File: src/rtl/norm_divider.sv
module norm_divider #(
  parameter int W = 32
) (
  input  logic         clk,
  input  logic         rst_n,
  input  logic         start,
  input  logic [W-1:0] numer,
  input  logic [W-1:0] denom,
  output logic [W-1:0] quot,
  output logic         busy,
  output logic         done,
  output logic         div_zero
);
  localparam int OW  = W - 1;
  localparam int TOP = OW - 1;

  typedef enum logic [1:0] {S_IDLE, S_NORM, S_SUB} state_t;

  state_t         st;
  logic [OW-1:0]  rem, dsh, unit, qacc, qnext;
  logic [OW:0]    diff;
  logic           ge;

  assign busy  = (st != S_IDLE);
  assign diff  = {1'b0, rem} - {1'b0, dsh};
  assign ge    = ~diff[OW];
  assign qnext = ge ? (qacc | unit) : qacc;

  always_ff @(posedge clk or negedge rst_n) begin
    if (!rst_n) begin
      st       <= S_IDLE;
      rem      <= '0;
      dsh      <= '0;
      unit     <= '0;
      qacc     <= '0;
      quot     <= '0;
      done     <= 1'b0;
      div_zero <= 1'b0;
    end else begin
      done <= 1'b0;
      unique case (st)
        S_IDLE: if (start) begin
          if (denom[OW-1:0] == '0) begin
            quot     <= '1;
            div_zero <= 1'b1;
            done     <= 1'b1;
          end else begin
            rem  <= numer[OW-1:0];
            dsh  <= denom[OW-1:0];
            unit <= {{(OW-1){1'b0}}, 1'b1};
            qacc <= '0;
            st   <= S_NORM;
          end
        end
        S_NORM: begin
          if (dsh[TOP]) st <= S_SUB;
          else begin
            dsh  <= dsh << 1;
            unit <= unit << 1;
          end
        end
        S_SUB: begin
          if (ge) rem <= diff[OW-1:0];
          qacc <= qnext;
          dsh  <= dsh >> 1;
          unit <= unit >> 1;
          if (unit == {{(OW-1){1'b0}}, 1'b1}) begin
            quot     <= {1'b0, qnext};
            div_zero <= 1'b0;
            done     <= 1'b1;
            st       <= S_IDLE;
          end
        end
        default: st <= S_IDLE;
      endcase
    end
  end
endmodule

File: config.mk
export PLATFORM = sky130hd
export DESIGN_NAME = norm_divider
export DESIGN_NICKNAME = d
export VERILOG_FILES = /design/src/rtl/norm_divider.sv
export SDC_FILE = /design/constraint.sdc
export NUM_CORES = 1
export LEC_CHECK = 0
export BUFFER_PORTS_ARGS = -buffer_cell sky130_fd_sc_hd__buf_2
export CAP_MARGIN = 20
export CELL_PAD_IN_SITES_DETAIL_PLACEMENT = 0
export CELL_PAD_IN_SITES_GLOBAL_PLACEMENT = 2
export CORE_AREA = 8 8 193 149
export CTS_BUF_LIST = sky130_fd_sc_hd__clkbuf_8 sky130_fd_sc_hd__clkbuf_16
export CTS_CLUSTER_DIAMETER = 200
export DETAILED_ROUTE_END_ITERATION = 8
export DIE_AREA = 0 0 201 157
export GPL_ROUTABILITY_DRIVEN = 1
export PLACE_DENSITY_LB_ADDON = 0.1
export REMOVE_ABC_BUFFERS = 1
export SLEW_MARGIN = 10
export SYNTH_ARGS = -nofsm -noshare
export SYNTH_HDL_FRONTEND = slang
export SYNTH_SLANG_ARGS = --single-unit
File: constraint.sdc
create_clock -name clk -period 2.85 [get_ports clk]
set_input_delay 0.855 -clock clk [delete_from_list [all_inputs] [get_ports clk]]
set_output_delay 0.855 -clock clk [all_outputs]
set_load 0.005 [all_outputs]
==> flow_summary.json <==
{
  "status": "finished with violations",
  "failed_checks": "DRC",
  "cp.required_ns": 3.17,
  "maxCapViolCount": 0,
  "irDropWorstVdd_uv": 610.2,
  "cts_root_buf": "clkbuf_16",
  "final_cell_mix": "159 x dfrtp_1, 113 x buf_4, 98 x buf_2",
  "finalHoldViolCount": 0,
  "p_per_area_nw_per_um2": 1554,
  "synth_edf_count": 0,
  "cp_top_family": "compound AO/OA/AOI/OAI gates",
  "muxShareOfSynthArea": 0.02100,
  "power_mw": 17.58,
  "insertion_delay_ns": 0.44,
  "end_kind": "flop",
  "first_pass_iters": 9,
  "syn_area_per_cell_um2": 9.660,
  "cts_buffers": 17,
  "routed_wirelength_mm": 27.33,
  "wl_per_cell_um": 19.06,
  "cts_buffer_depth": 2,
  "clk_transition_reported_paths_ns": 0.07,
  "yosys-top-cells-area": "dfrtp_1 46%, a21oi_1 5.5%, ha_1 5.1%",
  "fin_cells": 1434,
  "drc": 8,
  "fin_crit_ns": 2.840,
  "dpl_cell_area_um2": 10190,
  "place_hpwl_mm": 18.46,
  "fin_nets": 1180,
  "dieArea_um2": 31560,
  "synth-simple-area-share": 0.1205,
  "final_area_um2": 11310,
  "syn_inst": 888,
  "port_buffers": 99,
  "path_cells": "inv_1 > ha_1 > buf_4 > a211oi_4 > o21ai_2 > o211ai_1 > nand3_4 > a211oi_4 > o31a_4 > buf_4 > nor2_4 > buf_12 > a22o_1",
  "slowest_stage": "dfrtp_1",
  "area.growth.synth_to_final_pct": 31.85,
  "r2r_start": "dsh[12]",
  "antenna_found_initial": 0,
  "clkSinkCount": 159,
  "synth_cell_types": 62,
  "async_flop_share": 1.000,
  "yosysWarnings": 0,
  "via_count": 7573,
  "fin_crit_sh": 0.9966,
  "drive_above_1_share": 0.2835,
  "ys_ff_latch": 159,
  "hold_buffers": 0,
  "synth_xor_area_frac": 0.02655,
  "hp-class": "primary input to asynchronous set/reset pin",
  "n_antenna_cell": 0,
  "synthAdderAreaFrac": 0.05338,
  "placed_cells": 1378,
  "ant_nets": 0,
  "synth_top_area_frac": 0.4638,
  "placementRows": 51,
  "path_class": "flop to flop",
  "ys_seq_area_frac": 0.4638,
  "max_slew_margin": 0.5870,
  "start_util": 0.3352,
  "grt_pass1_wl_mm": 41.88,
  "grtUsageTotal": 0.1662,
  "io_pins": 102,
  "rsz0062_at_grt": "yes",
  "clock_skew_ns": 0.01721,
  "htree_levels": 4,
  "finalSetupViolations": 0,
  "slew_violations": 0,
  "ys.flop_type": "dfrtp_1",
  "synth_top_family_by_area": "compound AO/OA/AOI/OAI gates",
  "startpoint_type": "flop",
  "die_width_um": 201,
  "viasPerCell": 5.281,
  "cts_tree": "done",
  "crit_arrival_ns": 3.16,
  "crit_path_start": "dsh[12]",
  "grt_start_max_net_pins": 103,
  "synth_area_leader_cell": "dfrtp_1",
  "grt_pass1_vias": 7550,
  "synth-compound-area-share": 0.2618,
  "design.core.area_um2": 25590,
  "place.gp.congestion": 0.8232,
  "die_y_um": 157,
  "fmax_mhz": 352.1,
  "drtIter0Drc": 680,
  "worstPathMaxFanout": 15,
  "max_slew.worst_pin.slew_ns": 0.6195,
  "cp_num_buf_inv": 4,
  "gr-total-overflow": 0,
  "cpPeakStageDelay_ns": 0.36,
  "p_leak_nw": 4.986,
  "synthesis.area_um2": 8578,
  "layout_commonest_cell": "dfrtp_1"
}
[cell type report]
cell class                 instances  area [µm²]
inverter                          43       161.4
multi-input combinational        623        4393
sequential                       159        3979
tap                              344       430.4
timing repair buffer             233        1745
clock inverter                    12       135.1
fill                            2485       14280
clock buffer                      20       466.7
[per-layer routing]
layer  vias up  global-route usage  wire, µm
met2       209              0.2532     11950
li1       3671                   -         -
met1      3662              0.2305     13550
met3        31             0.04210      1387
met4         0             0.04685       442
met5         -                   0         0
[worst register-to-register path, delay by kind of cell, from the launching register on]
family                   cells  cell delay [ns]
flip-flops                   1             0.36
buffers and inverters        4             0.51
AO/OA/AOI/OAI                6             1.35
AND/OR/NAND/NOR              2             0.21
adder cells (fa/ha/maj)      1             0.29
[kinds of logic (layout without fill, tap and decap cells)]
kind of cell,Yosys count,in the layout
compound gates,320,320
xor+xnor,26,26
fa+ha+maj,36,36
buf+inv,107,308
flops,159,159
mux,18,18
simple gates,222,223
[state kept, by name (all words and copies together) (netlist names)]
name / flops
st: 2
dsh: 31
quot: 32
done: 1
unit: 31
qacc: 31
rem: 31
[where the power goes]
part / internal, mW / switching, mW
Combinational: 5.21 / 5.67
Clock: 1.37 / 1.01
Sequential: 3.40 / 0.922
Total: 9.98 / 7.60
[worst paths after layout]
kind | to | slack, ns | cells after the start
max | qacc[12] | 0.01 | 13
min | rem[4] | 0.38 | 2
max reg2reg | qacc[12] | 0.01 | 13
min reg2reg | quot[13] | 0.49 | 1
max in group asynchronous | unit[30] | 1.90 | 2
min in group clk | quot[13] | 0.49 | 1
[Yosys cell counts (all sizes together), types with 7 or more instances]
master,instances
a211oi,8
a21o,10
a21oi,96
a222oi,28
a22o,30
a22oi,30
buf,14
clkbuf,50
dfrtp,159
ha,35
inv,43
mux2i,18
nand2,55
nand3,14
nand4,8
nor2,86
nor2b,7
nor3,11
nor4,13
o211ai,10
o21ai,49
o22a,30
xnor2,21
[what timing repair did]
action	4_1_cts	5_1_grt
resized for setup	8	38
gates cloned	1	6
pin swaps	5	21
buffers inserted	1	16
endpoints found under the setup margin	38	61
[per-stage QoR]
stage	worst slack (ns)	TNS [ns]	hold slack [ns]	util
2_1_floorplan	-3.350	-218.91	0.4507	-
3_3_place_gp	-0.1678	-13.77	0.4771	0.3982
3_5_place_dp	-0.2113	-16.08	0.4752	0.3982
4_1_cts	-0.007158	-0.007158	0.4047	0.4236
5_1_grt	-0.1183	-3.616	0.4105	0.4420
6_report	0.009596	0	0.3819	0.4420
(Power assumes the default switching activity.)
